===== config.mk =====
export PLATFORM = sky130hd
export DESIGN_NAME = io_window_decoder
export DESIGN_NICKNAME = d
export VERILOG_FILES = /design/src/rtl/io_window_decoder.sv
export SDC_FILE = /design/constraint.sdc
export NUM_CORES = 1
export LEC_CHECK = 0
export ABC_AREA = 1
export BUFFER_PORTS_ARGS = -buffer_cell sky130_fd_sc_hd__clkbuf_2
export CORE_MARGIN = 10
export CORE_UTILIZATION = 40
export DETAILED_ROUTE_END_ITERATION = 8
export PLACE_DENSITY_LB_ADDON = 0.25
export SLEW_MARGIN = 20
export SYNTH_ARGS = -nofsm -noshare
export SYNTH_HDL_FRONTEND = slang
export SYNTH_SLANG_ARGS = --single-unit
export TNS_END_PERCENT = 100

===== constraint.sdc =====
create_clock -name clk -period 1.5 [get_ports clk]
set_input_delay 0.375 -clock clk [delete_from_list [all_inputs] [get_ports clk]]
set_output_delay 0.375 -clock clk [all_outputs]
set_load 0.02 [all_outputs]

===== src/rtl/io_window_decoder.sv =====
module io_window_decoder (
  input  logic        clk,
  input  logic        rst_n,
  input  logic        cfg_wr,
  input  logic        cfg_sel,
  input  logic [7:0]  cfg_wdata,
  output logic [7:0]  cfg_rdata,
  input  logic        io_space_en,
  input  logic        isa_en,
  input  logic        vga_en,
  input  logic        req_valid,
  input  logic [31:0] req_addr,
  input  logic        req_from_sec,
  output logic        dec_valid,
  output logic        dec_fwd
);

  logic [3:0] bot_q, top_q;
  logic       upper_zero, in_win, isa_hole, vga_hit, fwd_d;
  logic [9:0] lo10;

  always_ff @(posedge clk or negedge rst_n)
    if (!rst_n) begin
      bot_q <= 4'h0;
      top_q <= 4'h0;
    end else if (cfg_wr) begin
      if (cfg_sel) top_q <= cfg_wdata[7:4];
      else         bot_q <= cfg_wdata[7:4];
    end

  assign cfg_rdata = {cfg_sel ? top_q : bot_q, 4'h0};

  assign upper_zero = (req_addr[31:16] == 16'h0000);
  assign in_win     = upper_zero && (req_addr[15:12] >= bot_q) && (req_addr[15:12] <= top_q);
  assign isa_hole   = isa_en && (req_addr[11:10] != 2'b00);
  assign lo10       = req_addr[9:0];
  assign vga_hit    = vga_en && upper_zero &&
                      (((lo10 >= 10'h3B0) && (lo10 <= 10'h3BB)) ||
                       ((lo10 >= 10'h3C0) && (lo10 <= 10'h3DF)));

  always_comb begin
    if (!io_space_en)      fwd_d = 1'b0;
    else if (req_from_sec) fwd_d = !in_win && !vga_hit;
    else                   fwd_d = vga_hit || (in_win && !isa_hole);
  end

  always_ff @(posedge clk or negedge rst_n)
    if (!rst_n) begin
      dec_valid <= 1'b0;
      dec_fwd   <= 1'b0;
    end else begin
      dec_valid <= req_valid;
      dec_fwd   <= req_valid && fwd_d;
    end

endmodule


==> results.toml <==
[layout]
final_common_cell = "clkbuf_2"
multi_input_area_um2 = 480.5
fin_nets = 234
layout_common_cells = "48 x clkbuf_2, 37 x nand2_1, 21 x inv_1"
area_growth_syn_to_layout_pct = 39.54
fillers = 209
antennaDiodeCount = 0
regArea_um2 = 250.2
drive_gt1_share_pct = 35.43

[die]
die_h_um = 65.09
die_area_um2 = 4237
pin_count = 59
core-area_um2 = 1942
rows = 16
die_w_um = 65.09
start_util_pct = 41.88

[setup_path]
cp.arrival_ns = 1.08
worst_r2r_endpoint = "dec_fwd"
r2r_setup_slack_ns = 0.12
reg2reg_depth = 9
worstSetupPathType = "register to output pin"
end_kind = "output pin"
worstSetupStartpointType = "register"
r2r_start = "bot_q[3]"
critPathMaxFanout = 2
worst_ep_required_time_ns = 1.12

[hold_path]
hp-class = "primary input to register"
holdPathEnd = "dec_valid"
min_path_cells = 1
hp-start = "req_valid"

[clock_network]
insertion_delay_ns = 0.26
cts_root_buffer = "clkbuf_4"
cts.sinks = 10
clkSlewWorstSetupHoldPaths_ns = 0.06
cts_max_path_buffers = 2
htreeDepth = 1
cts_buffers = 3
cts_tree = "yes"

[detailed_routing]
dr.pass1.iters = 4
drcViolationCount = 0
drt_iter0_drc = 22
drtAntennaViolNets = 0
vias_per_cell = 4.307
dr_total_vias = 870
drt_wl_total_mm = 2.186
wl_per_cell_um = 10.82

[sta]
max_clock_freq_ghz = 0.6861
postLayoutSetupSlackWorst_ns = 0.04249
drv_slew = 0
setup_viol = 0
fin_crit_sh_pct = 97.17
hold_viol = 0
min_period_ns = 1.458
skew_ns = 0.002573

[global_routing]
grt_use_total_pct = 10.15
overflow = 0
grt_pass1_vias = 920
antenna_found_initial = 0
grt_max_degree = 11
grt_pass1_wl_mm = 3.567

[placement]
hpwl_mm = 1.941
io_buffers = 48
place_ws_ns = 0.03687
gp_congestion = 0.7774

[logic_synthesis]
avgSynthCellArea_um2 = 6.612
ys_top_cells_by_area = "dfrtp_1 31%, nand2_1 17%, ha_1 12%"
syn_inst = 123
yosysUniqueCellTypes = 19
synth_largest_area_cell = "dfrtp_1"
synth_seq_cells = 10
seq_area_frac_synth_pct = 30.77
synth.cell_area_um2 = 813.3
synth_top_area_share_pct = 30.77
yosys_warnings = 0

[pwr]
finalPower_w = 0.0007774
irDropWorstVdd_mv = 0.5076
power_density_nw_per_um2 = 685.1
leakage_nw = 0.6816

[run]
maxCapViolations = 0

[status]
status = "finished clean"
==> cell usage after synthesis (all sizes together) <==
cell    instances
dfrtp          10
ha              8
nor2           14
inv            22
nand4           1
a21boi          1
a21oi           2
nand2          38
and2            2
buf             5
o21ai          12
conb            1
nand3           7
==> repair_timing <==
action	CTS	global route
endpoints found under the hold margin	10	0
gates resized for setup	0	4
buffers inserted	0	2
setup endpoints to repair	0	1
hold buffers	1	0
==> sequential cells by signal, indices dropped and copies added (netlist names) <==
name and flops:
top_q 4, dec_valid 1, dec_fwd 1, bot_q 4
==> where the power goes <==
part / internal [W] / switching, W
sequential: 0.000299 / 0.0000194
combinational: 0.000129 / 0.000160
clock: 0.0000919 / 0.0000778
total: 0.000520 / 0.000257
==> worst max-delay path by stage <==
stage	start	end	slack [ns]	depth (start not counted)
floorplan	cfg_sel	cfg_rdata[5]	0.11	2
global placement	req_addr[15]	dec_fwd	0.04	8
detailed placement	req_addr[13]	dec_fwd	0.04	10
CTS	bot_q[1]	cfg_rdata[5]	0.11	3
global route	bot_q[3]	dec_fwd	-0.009	9
finish	top_q[1]	cfg_rdata[5]	0.04	4
==> critical path, stage by stage (launching register included) <==
cell and delay, ns:
dfrtp_1 0.38, buf_4 0.14, nand2_1 0.05, o21ai_0 0.09, clkbuf_2 0.17
==> area by class of cell <==
class	count	area share (%)
repair buffers	51	23.37
inverters	22	7.277
clock buffers	3	1.985
multi-input cells	89	42.34
well taps	27	2.977
flip-flops and latches	10	22.05
==> logic make-up (layout without fill, tap and decap cells) <==
family | after synthesis | after routing | synth area share (%)
AOI/OAI and AO/OA | 15 | 15 | 9.539
adders and majority gates | 8 | 8 | 12.31
buffers and inverters | 27 | 76 | 14.46
DFF | 10 | 10 | 30.77
other | 1 | 4 | 0.4611
and+or+nand+nor | 62 | 62 | 32.46
==> through the flow <==
step	utilization [%]	area, um^2	std cells	hold WS (ns)	TNS (ns)
after floorplan	-	824.5	126	0.07941	0
after global routing	58.44	1135	202	0.2360	-0.009182
final	58.44	1135	202	0.2389	0
after global placement	54.77	1064	196	0.2534	0
after CTS	56.44	1096	200	0.2317	0
after detailed placement	54.77	1064	196	0.2491	0
==> per-layer routing <==
layer	GRT usage, %	vias to the layer above	part of all wire [%]
li1	-	475	-
met1	9.902	361	41
met2	18.47	30	49
met3	3.390	4	8.1
met4	5.615	0	1.3
met5	0	-	0
No activity file was read; power rests on OpenSTA's default activity.
